==> src/rtl/ecc_inj_pkg.sv <==
package ecc_inj_pkg;
   localparam int NUM_FLD = 6;

   // register addresses
   localparam logic [3:0] A_ARM    = 4'd0;
   localparam logic [3:0] A_TYPE   = 4'd1;
   localparam logic [3:0] A_SECT   = 4'd2;
   localparam logic [3:0] A_DMASK  = 4'd3;
   localparam logic [3:0] A_CMASK  = 4'd4;
   localparam logic [3:0] A_WILD   = 4'd5;
   localparam logic [3:0] A_MATCH0 = 4'd8;

   // injection kind, bit 0 = repeat
   typedef struct packed {
      logic par;
      logic chk;
      logic rpt;
   } inj_kind_t;
endpackage

==> src/rtl/ecc_inj_regs.sv <==
module ecc_inj_regs
   import ecc_inj_pkg::*;
#(
   parameter int HALF_W = 32,
   parameter int CHK_W  = 8,
   parameter int MAXW   = 16,
   parameter int FW [NUM_FLD] = '{2, 2, 2, 3, 16, 10}
) (
   input  logic                          clk,
   input  logic                          rst_n,
   input  logic                          cfg_we,
   input  logic [3:0]                    cfg_addr,
   input  logic [31:0]                   cfg_wdata,
   output logic [31:0]                   cfg_rdata,
   input  logic                          fire,
   output logic                          armed,
   output inj_kind_t                     kind,
   output logic [1:0]                    sect,
   output logic [HALF_W-1:0]             dmask,
   output logic [CHK_W-1:0]              cmask,
   output logic [NUM_FLD-1:0]            wild,
   output logic [NUM_FLD-1:0][MAXW-1:0]  mval
);
   function automatic logic [MAXW-1:0] fmask(int idx);
      logic [MAXW-1:0] m;
      m = '0;
      for (int b = 0; b < MAXW; b++) if (b < FW[idx]) m[b] = 1'b1;
      return m;
   endfunction

   if (MAXW > 32) begin : g_bad_maxw
      $error("ecc_inj_regs: MAXW must not exceed 32");
   end
   if (HALF_W > 32 || CHK_W > 32) begin : g_bad_mask
      $error("ecc_inj_regs: mask widths must not exceed 32");
   end
   for (genvar g = 0; g < NUM_FLD; g++) begin : g_fw_chk
      if (FW[g] > MAXW || FW[g] < 1) begin : g_bad
         $error("ecc_inj_regs: field width out of range");
      end
   end

   wire arm_wr = cfg_we && (cfg_addr == A_ARM);

   always_ff @(posedge clk or negedge rst_n) begin
      if (!rst_n) armed <= 1'b0;
      else if (arm_wr) armed <= |cfg_wdata;
      else if (fire && !kind.rpt) armed <= 1'b0;
   end

   always_ff @(posedge clk or negedge rst_n) begin
      if (!rst_n) begin
         kind  <= '0;
         sect  <= '0;
         dmask <= '0;
         cmask <= '0;
         wild  <= '1;
         mval  <= '0;
      end else if (cfg_we) begin
         case (cfg_addr)
            A_TYPE:  kind  <= inj_kind_t'(cfg_wdata[2:0]);
            A_SECT:  sect  <= cfg_wdata[1:0];
            A_DMASK: dmask <= cfg_wdata[HALF_W-1:0];
            A_CMASK: cmask <= cfg_wdata[CHK_W-1:0];
            A_WILD:  wild  <= cfg_wdata[NUM_FLD-1:0];
            default: ;
         endcase
         for (int i = 0; i < NUM_FLD; i++)
            if (cfg_addr == 4'(int'(A_MATCH0) + i))
               mval[i] <= cfg_wdata[MAXW-1:0] & fmask(i);
      end
   end

   always_comb begin
      cfg_rdata = '0;
      case (cfg_addr)
         A_ARM:   cfg_rdata[0]          = armed;
         A_TYPE:  cfg_rdata[2:0]        = kind;
         A_SECT:  cfg_rdata[1:0]        = sect;
         A_DMASK: cfg_rdata[HALF_W-1:0] = dmask;
         A_CMASK: cfg_rdata[CHK_W-1:0]  = cmask;
         A_WILD:  cfg_rdata[NUM_FLD-1:0] = wild;
         default: ;
      endcase
      for (int i = 0; i < NUM_FLD; i++)
         if (cfg_addr == 4'(int'(A_MATCH0) + i)) cfg_rdata[MAXW-1:0] = mval[i];
   end

   AST_ONESHOT_DISARM: assert property (@(posedge clk) disable iff (!rst_n)
      (fire && !kind.rpt && !arm_wr) |=> !armed);
   AST_REPEAT_HOLDS: assert property (@(posedge clk) disable iff (!rst_n)
      (armed && kind.rpt && !cfg_we) |=> armed);
endmodule

==> src/rtl/ecc_inj_match.sv <==
module ecc_inj_match
   import ecc_inj_pkg::*;
#(
   parameter int MAXW = 16
) (
   input  logic [NUM_FLD-1:0][MAXW-1:0] fld,
   input  logic [NUM_FLD-1:0][MAXW-1:0] mval,
   input  logic [NUM_FLD-1:0]           wild,
   output logic                         hit
);
   logic [NUM_FLD-1:0] fld_hit;

   for (genvar g = 0; g < NUM_FLD; g++) begin : g_cmp
      assign fld_hit[g] = wild[g] || (fld[g] == mval[g]);
   end

   assign hit = &fld_hit;
endmodule

==> src/rtl/ecc_inj_flip.sv <==
module ecc_inj_flip
   import ecc_inj_pkg::*;
#(
   parameter int HALF_W = 32,
   parameter int CHK_W  = 8,
   localparam int CW    = 2*HALF_W + CHK_W
) (
   input  logic              fire,
   input  inj_kind_t         kind,
   input  logic [1:0]        sect,
   input  logic [HALF_W-1:0] dmask,
   input  logic [CHK_W-1:0]  cmask,
   input  logic [CW-1:0]     din,
   output logic [CW-1:0]     dout,
   output logic              parity
);
   for (genvar h = 0; h < 2; h++) begin : g_half
      assign dout[h*HALF_W +: HALF_W] =
         din[h*HALF_W +: HALF_W] ^ ((fire && sect[h]) ? dmask : '0);
   end

   assign dout[CW-1 -: CHK_W] = din[CW-1 -: CHK_W] ^ ((fire && kind.chk) ? cmask : '0);
   assign parity = (^dout) ^ (fire && kind.par);
endmodule

==> src/rtl/ecc_fault_injector.sv <==
module ecc_fault_injector
   import ecc_inj_pkg::*;
#(
   parameter int DIMM_W = 2,
   parameter int RANK_W = 2,
   parameter int CHAN_W = 2,
   parameter int BANK_W = 3,
   parameter int PAGE_W = 16,
   parameter int COL_W  = 10,
   parameter int DATA_W = 64,
   parameter int CHK_W  = 8
) (
   input  logic                    clk,
   input  logic                    rst_n,
   input  logic                    cfg_we,
   input  logic [3:0]              cfg_addr,
   input  logic [31:0]             cfg_wdata,
   output logic [31:0]             cfg_rdata,
   input  logic                    wr_valid,
   input  logic [DIMM_W-1:0]       wr_dimm,
   input  logic [RANK_W-1:0]       wr_rank,
   input  logic [CHAN_W-1:0]       wr_chan,
   input  logic [BANK_W-1:0]       wr_bank,
   input  logic [PAGE_W-1:0]       wr_page,
   input  logic [COL_W-1:0]        wr_col,
   input  logic [DATA_W+CHK_W-1:0] wr_data,
   output logic                    out_valid,
   output logic [DATA_W+CHK_W-1:0] out_data,
   output logic                    out_parity,
   output logic                    inj_fired
);
   localparam int HALF_W = DATA_W / 2;
   localparam int CW     = DATA_W + CHK_W;
   localparam int FW [NUM_FLD] = '{DIMM_W, RANK_W, CHAN_W, BANK_W, PAGE_W, COL_W};

   function automatic int widest();
      int m;
      m = 1;
      for (int i = 0; i < NUM_FLD; i++) if (FW[i] > m) m = FW[i];
      return m;
   endfunction
   localparam int MAXW = widest();

   if (DATA_W % 2 != 0) begin : g_bad_data
      $error("ecc_fault_injector: DATA_W must be even");
   end

   logic                         armed, hit, fire;
   inj_kind_t                    kind;
   logic [1:0]                   sect;
   logic [HALF_W-1:0]            dmask;
   logic [CHK_W-1:0]             cmask;
   logic [NUM_FLD-1:0]           wild;
   logic [NUM_FLD-1:0][MAXW-1:0] mval;
   logic [NUM_FLD-1:0][MAXW-1:0] fld;

   always_comb begin
      fld = '0;
      fld[0][DIMM_W-1:0] = wr_dimm;
      fld[1][RANK_W-1:0] = wr_rank;
      fld[2][CHAN_W-1:0] = wr_chan;
      fld[3][BANK_W-1:0] = wr_bank;
      fld[4][PAGE_W-1:0] = wr_page;
      fld[5][COL_W-1:0]  = wr_col;
   end

   ecc_inj_regs #(.HALF_W(HALF_W), .CHK_W(CHK_W), .MAXW(MAXW), .FW(FW)) u_regs (
      .clk(clk), .rst_n(rst_n), .cfg_we(cfg_we), .cfg_addr(cfg_addr),
      .cfg_wdata(cfg_wdata), .cfg_rdata(cfg_rdata), .fire(fire),
      .armed(armed), .kind(kind), .sect(sect), .dmask(dmask), .cmask(cmask),
      .wild(wild), .mval(mval)
   );

   ecc_inj_match #(.MAXW(MAXW)) u_match (
      .fld(fld), .mval(mval), .wild(wild), .hit(hit)
   );

   assign fire = wr_valid && armed && hit;

   ecc_inj_flip #(.HALF_W(HALF_W), .CHK_W(CHK_W)) u_flip (
      .fire(fire), .kind(kind), .sect(sect), .dmask(dmask), .cmask(cmask),
      .din(wr_data), .dout(out_data), .parity(out_parity)
   );

   assign out_valid = wr_valid;
   assign inj_fired = fire;

   AST_PASS_WHEN_IDLE: assert property (@(posedge clk) disable iff (!rst_n)
      !inj_fired |-> (out_data == wr_data));
   AST_FIRE_NEEDS_ARM: assert property (@(posedge clk) disable iff (!rst_n)
      inj_fired |-> (armed && wr_valid));
   AST_CHK_KEEP: assert property (@(posedge clk) disable iff (!rst_n)
      !(inj_fired && kind.chk) |-> (out_data[CW-1 -: CHK_W] == wr_data[CW-1 -: CHK_W]));
endmodule

==> config.mk <==
export PLATFORM = sky130hd
export DESIGN_NAME = ecc_fault_injector
export DESIGN_NICKNAME = d
export VERILOG_FILES = /design/src/rtl/ecc_inj_pkg.sv /design/src/rtl/ecc_inj_regs.sv /design/src/rtl/ecc_inj_match.sv /design/src/rtl/ecc_inj_flip.sv /design/src/rtl/ecc_fault_injector.sv
export SDC_FILE = /design/constraint.sdc
export NUM_CORES = 1
export LEC_CHECK = 0
export ABC_CLOCK_PERIOD_IN_PS = 4930
export BUFFER_PORTS_ARGS = -buffer_cell sky130_fd_sc_hd__buf_4
export CORE_MARGIN = 5
export CORE_UTILIZATION = 54
export DETAILED_ROUTE_END_ITERATION = 7
export PLACE_DENSITY = 0.85
export SLEW_MARGIN = 20
export SYNTH_ARGS = -nofsm -noshare
export SYNTH_HDL_FRONTEND = slang
export SYNTH_SLANG_ARGS = --single-unit
==> constraint.sdc <==
create_clock -name clk -period 4.93 [get_ports clk]
set_clock_uncertainty 0.1 [all_clocks]
set_input_delay 0.2465 -clock clk [delete_from_list [all_inputs] [get_ports clk]]
set_output_delay 0.2465 -clock clk [all_outputs]
set_load 0.01 [all_outputs]
# Word-level counts from Yosys, hierarchy flattened
# Cells that the tools add are included.
[word_totals]
regBits = 148
latchBits = 0
ram_bits = 0
rom_bits = 0
inputBits = 147
word_cells = 101
mem_count = 0
[op_classes]
add_sub_neg = 0
mul = 0
div_mod_pow = 0
magnitude_cmp = 0
eq_ne = 17
shift = 0
n_mux = 29
n_bitwise = 10
n_reduce_logical = 31
[op_table]
columns = ["cell", "n"]
rows = [
  ["$mux 16", 6],
  ["$reduce_xor 72->1", 1],
  ["$mux 32", 2],
  ["$xor 32x32->32", 2],
  ["$and 16x2->16", 3],
  ["$eq 2x16->1", 3],
  ["$reduce_or 32->1", 1],
  ["$eq 4x4->1 const B", 6],
  ["$mux 24", 1],
  ["$reduce_and 2->1", 11],
  ["$and 16x10->16", 1],
  ["$and 16x16->16", 1],
  ["$and 16x3->16", 1],
  ["$eq 10x16->1", 1],
  ["$eq 16x16->1", 1],
  ["$eq 3x16->1", 1],
  ["$mux 1", 14],
  ["$pmux 3 s3", 1],
  ["$eq 4x2->1 const B", 2],
  ["$eq 4x3->1 const B", 2],
  ["$logic_and 1x1->1", 8],
  ["$mux 8", 1],
  ["$xor 8x8->8", 1],
  ["$logic_or 1x1->1", 6],
  ["10 further kinds", 10],
]

# Depth between registers and ports, before layout
[depth]
depth_word = 9
ltp_mapped = 10
depth_no_buf = 9

# By module
# From an unflattened synthesis, not the netlist that was laid out.
[hier_totals]
cells_unflattened = 806
area_unflattened_um2 = 7907.6
[modules_own_cells]
columns = ["module", "n_inst", "cells_per_inst", "area_each_um2", "seq_area_each_um2"]
rows = [
  ["ecc_inj_regs", 1, 389, 4677.0, 2184.6],
  ["ecc_inj_flip", 1, 284, 2155.8, 0.0],
  ["ecc_inj_match", 1, 130, 1057.3, 0.0],
  ["ecc_fault_injector", 1, 3, 17.5, 0.0],
]

# Least setup slack after synthesis
# No wires, ideal clock.
[synth_timing]
path_type = "reg-to-output"
start = "reg u_regs.mval[78] (netlist name)"
end = "out out_parity"
arrival_time_ns = 2.663
required_ns = 4.583
slack_ns = 1.920
path_stages_with_launch = 11
path_buffers = 1
path_cell_list = "dfrtp_1 xor2_1 nor4_1 a41oi_1 nor4b_2 and2_1 buf_4 nand2_4 xnor2_4 xnor3_1 xor2_1"
[synth_via]
elab_chain_cells = 9
[synth_rtl]
columns = ["element", "line_no", "source"]
rows = [
  ["start: declaration", "ecc_inj_regs.sv:22", "output logic [NUM_FLD-1:0][MAXW-1:0] mval"],
  ["start signal: indexed assignment", "ecc_inj_regs.sv:70", "mval[i] <= cfg_wdata[MAXW-1:0] & fmask(i);"],
  ["$eq 16x16->1", "ecc_inj_match.sv:14", "assign fld_hit[g] = wild[g] || (fld[g] == mval[g]);"],
  ["$logic_or 1x1->1", "ecc_inj_match.sv:14", ""],
  ["$reduce_and 6->1", "ecc_inj_match.sv:17", "assign hit = &fld_hit;"],
  ["$logic_and 1x1->1", "ecc_fault_injector.sv:78", "assign fire = wr_valid && armed && hit;"],
  ["net inj_fired", "ecc_fault_injector.sv:30", "output logic inj_fired"],
  ["$logic_and 1x1->1", "ecc_inj_flip.sv:19", "din[h*HALF_W +: HALF_W] ^ ((fire && sect[h]) ? dmask : '0);"],
  ["$mux 32", "ecc_inj_flip.sv:19", ""],
  ["$xor 32x32->32", "ecc_inj_flip.sv:19", ""],
  ["net out_data[60]", "ecc_fault_injector.sv:28", "output logic [DATA_W+CHK_W-1:0] out_data,"],
  ["$reduce_xor 72->1", "ecc_inj_flip.sv:23", "assign parity = (^dout) ^ (fire && kind.par);"],
  ["$xor 1x1->1", "ecc_inj_flip.sv:23", ""],
  ["end: declaration", "ecc_fault_injector.sv:29", "output logic out_parity,"],
]
# The timed path passes the listed nets, and every way through them passes these cells.

# Worst setup path after layout
[layout_timing]
start = "reg u_regs.mval[74] (netlist name)"
end = "out out_parity"
[layout_via]
elab_chain_cells = 9
[layout_rtl]
columns = ["element", "line_no"]
rows = [
  ["$eq 16x16->1 *", "ecc_inj_match.sv:14"],
  ["$logic_or 1x1->1 *", "ecc_inj_match.sv:14"],
  ["$reduce_and 6->1 *", "ecc_inj_match.sv:17"],
  ["$logic_and 1x1->1 *", "ecc_fault_injector.sv:78"],
  ["$logic_and 1x1->1, on equally long branches", "ecc_inj_flip.sv:19, ecc_inj_flip.sv:22"],
  ["$mux 32 or $mux 8 (tied branches)", "ecc_inj_flip.sv:19, ecc_inj_flip.sv:22"],
  ["$xor 32x32->32 or $xor 8x8->8 (tied branches)", "ecc_inj_flip.sv:19, ecc_inj_flip.sv:22"],
  ["$reduce_xor 72->1", "ecc_inj_flip.sv:23"],
  ["$xor 1x1->1 *", "ecc_inj_flip.sv:23"],
]
# Every way passes the cells marked *; elsewhere a longest branch is shown, timed or not.

==> results by stage <==
Finish:
- For this run, the post-layout net count is 1060.
- The share of final-layout standard cells stronger than drive strength 1 is 40.4%.
- Compared with the post-synthesis result, the final layout area differs by 35.2%.
- The number of antenna repair diodes is 0.
- The post-route standard cell area excluding fillers is 8980 µm².

STA:
- The number of failing hold endpoints at the final stage is 0.
- After routing, the total negative slack on setup checks comes to 0 ps.
- Setup violations remaining at the end of the flow were counted as 0.
- The max-slew violation total from the final report was 0.
- After layout, the worst path uses 81.0% of the clock period.
- Based on the critical path, the design can be clocked at up to 0.250 GHz.
- Setup repair after global routing left no endpoint under its margin.
- The worst path setup slack after routing is 938 ps.
- Headroom to the max-slew limit came out at 46.3%.
- At the pin with the least slew margin, the transition time is 806 ps.
- The clock period minus final worst setup slack is 3990 ps.

Floorplanning:
- For this configuration, the core starts out at a cell density of 55.3%.
- The number of rows in the core area is 40.
- The die covers 14600 µm².
- The placeable core area is 12000 µm².
- From left edge to right edge, the die measures 121 µm.
- The die is 121 µm tall.
- In this run the count of I/O pins placed on the die edge is 254.

Routing:
- After detailed routing, the number of vias per cell comes to 5.55.
- The first TritonRoute pass finished after 5 iterations.
- For this run, design rule violations remaining after detail routing come to 0.
- The overall via count from detail_route is 5914.
- The post-detailed-route wirelength per cell is 20.3 µm.
- The starting DRC count in detailed routing is 429.
- The final wirelength is 21.6 mm.
- In this run the remaining antenna-violating nets after routing total 0.

GRT:
- The first global-routing pass estimated 33.3 mm of wire.
- Entering global routing, the biggest net connects 88 pins.
- The number of global-route vias before repair was 6068.
- Global routing used 29.3% of the available tracks.
- The initial antenna violation count came to 0.
- The total overflow reported by the global router is 0.

Placement:
- During placement, the flow inserted port buffers numbering 253.
- The HPWL after detailed placement is 17.2 mm.
- The setup slack after placement is 1340 ps.
- The final estimated routing congestion in global placement is 0.972.
- After detailed placement, the total cell area comes to 8630 µm².

Clock tree:
- The H-tree was split into 3 levels.
- The maximum root-to-sink buffer count is 2.
- The insertion delay of the later-clocked pin in the worst-skew pair is 340 ps.
- The number of clock sinks is 87.
- The clock tree from TritonCTS is yes.
- The clock slew at the register clock pins of the worst setup and hold paths is 70 ps.
- CTS placed an instance of sky130_fd_sc_hd__clkbuf_16 at the clock tree root.
- The TritonCTS buffer count is 9.

Power and ir drop:
- The leakage power is 3.96 nW.
- The power density over the cells is 381 nW/µm².
- The maximum VDD drop is 0.216 mV.

Setup path:
- The worst path required time is 4580 ps.
- For the worst setup path, the data arrival time is 3650 ps.
- Among the stages of the critical path, the cell type that occurs most often is sky130_fd_sc_hd__xor2_1.
- The worst setup path is launched from a flop.
- The category of the critical setup timing path is reg -> out.
- Walking the worst path, the cells encountered are xor2_1 > nor4_1 > a41oi_1 > nor4b_2 > and2_1 > nand2_1 > xnor2_1 > xnor3_1 > xor2_1 > buf_4.
- On the critical path, the stage with the largest delay is an instance of sky130_fd_sc_hd__and2_1.
- The worst setup path is captured at an output port.
- The largest single stage delay on the critical path is 600 ps.
- Of all nets on the critical path, the largest fanout is 16.

Synth:
- The sequential share of the synthesized area is 32.9%.
- Summing every instance area after synthesis gives 6640 µm².
- The most frequent cell after synthesis is sky130_fd_sc_hd__xnor2_1.
- sky130_fd_sc_hd__dfrtp_1 takes more of the synthesized area than any other cell.
- After technology mapping, the gate count stands at 675.
- After synthesis, the most frequently instantiated cells are sky130_fd_sc_hd__xnor2_1 (176), sky130_fd_sc_hd__nand2_1 (100), sky130_fd_sc_hd__mux2_2 (88).
- The total of flip-flops plus latches after synthesis is 87.
- Counting distinct cell types in the post-synthesis netlist gives 41.
- The Yosys step of the flow raised 0 warnings.
- The number of nets produced by synthesis is 822.
- The share of synthesized area in the top cell type comes to 30.5%.
- In this run, synthesis inferred 0 flip-flops with an integrated enable.
- The post-synthesis area per instance is 9.84 µm².
- Yosys attributes the largest share of cell area to sky130_fd_sc_hd__dfrtp_1 (31%), sky130_fd_sc_hd__xnor2_1 (23%), sky130_fd_sc_hd__mux2_2 (15%), sky130_fd_sc_hd__xor2_1 (5.7%), sky130_fd_sc_hd__nand2_1 (5.7%).
- Of all flip-flops after synthesis, the portion carrying an async set or reset was 100%.
- The leading register cell type out of synthesis is sky130_fd_sc_hd__dfrtp_1.

Run status:
- The flow ran to the end, and the final reports show no timing, DRC or antenna violations.

Min path:
- The path class of the tightest hold or removal check is in -> reg.

Run:
- The max-capacitance violation count is 0.
[per-layer routing]
layer / GRT usage, % / vias to the layer above / wire (µm)
met5: 0 / - / 0
met4: 9.70 / 0 / 544
met3: 6.15 / 40 / 1720
met2: 51.5 / 301 / 11100
met1: 35.7 / 2829 / 8260
li1: - / 2744 / -
[per-stage QoR]
step | utilization (%) | hold slack [ps] | std cells | power, mW
final | 74.8 | 46.5 | 1065 | 3.42
after detailed placement | 71.9 | 395 | 1048 | 2.67
after CTS | 74.6 | 40.7 | 1064 | 3.42
after global placement | 71.9 | 392 | 1048 | 2.63
after global routing | 74.8 | 35.5 | 1065 | 3.62
after floorplan | - | -149 | 675 | 2.16
[logic make-up after synthesis]
group	count (synthesis)	synth area share (%)
XOR/XNOR	226	31.3
AND/OR/NAND/NOR	180	12.6
multiplexers	94	15.8
flip-flops	87	32.9
AO/OA/AOI/OAI	51	5.16
buffers and inverters	37	2.20
[worst paths after layout]
kind | cells after the start | slack (ps) | endpoint | from
setup / recovery | 10 | 940 | out_parity | u_regs.mval[74]
hold / removal | 2 | 50 | u_regs.dmask[16] | cfg_wdata[16]
setup reg to reg | 7 | 2620 | u_regs.armed | u_regs.mval[74]
hold reg to reg | 1 | 450 | u_regs.mval[66] | u_regs.mval[66]
max in group asynchronous | 2 | 3750 | u_regs.dmask[25] | rst_n
min in group asynchronous | 2 | 420 | u_regs.mval[48] | rst_n
[area by class of cell]
class,count,area (µm²)
clock inverter,7,105
multi-input combinational,551,4310
tap,147,184
fill,913,3030
clock buffer,9,225
sequential,87,2180
inverter,6,22.5
timing repair buffer,258,1940
[cells in the final DEF (no fill, tap or decap), types with 7 or more instances in the layout]
master	synthesis	routed
sky130_fd_sc_hd__nor2_1	19	19
sky130_fd_sc_hd__xnor2_1	176	176
sky130_fd_sc_hd__dfrtp_1	81	81
sky130_fd_sc_hd__and2_1	21	21
sky130_fd_sc_hd__xor2_1	43	43
sky130_fd_sc_hd__clkbuf_16	0	9
sky130_fd_sc_hd__mux2_2	88	88
sky130_fd_sc_hd__a21oi_1	14	14
sky130_fd_sc_hd__o21ai_0	11	11
sky130_fd_sc_hd__nand2_1	100	100
sky130_fd_sc_hd__buf_4	2	256
sky130_fd_sc_hd__nand3_1	7	7
sky130_fd_sc_hd__nor4_1	15	15
[repair_timing]
item                      CTS  global route
hold endpoints to repair    0            81
setup buffers               0             0
hold buffers                0             1
gates resized for setup     0             0
[power breakdown]
| group | total, mW | internal (mW) | switching (mW) |
|---|---|---|---|
| combinational | 1.53 | 0.889 | 0.645 |
| sequential | 1.14 | 0.889 | 0.247 |
| clock | 0.752 | 0.451 | 0.301 |
[state kept, by name, summed over array words and instances (netlist names)]
register      cells
u_regs.mval      35
u_regs.wild       6
u_regs.dmask     32
u_regs.kind       3
u_regs.armed      1
u_regs.sect       2
u_regs.cmask      8
[worst max-delay path, delay by kind of cell, from the launching register on]
family | cells | cell delay [ps]
buf+inv | 1 | 160
flops | 1 | 420
xor+xnor | 4 | 800
simple gates | 4 | 1710
compound gates | 1 | 200
(Power assumes the default switching activity.)
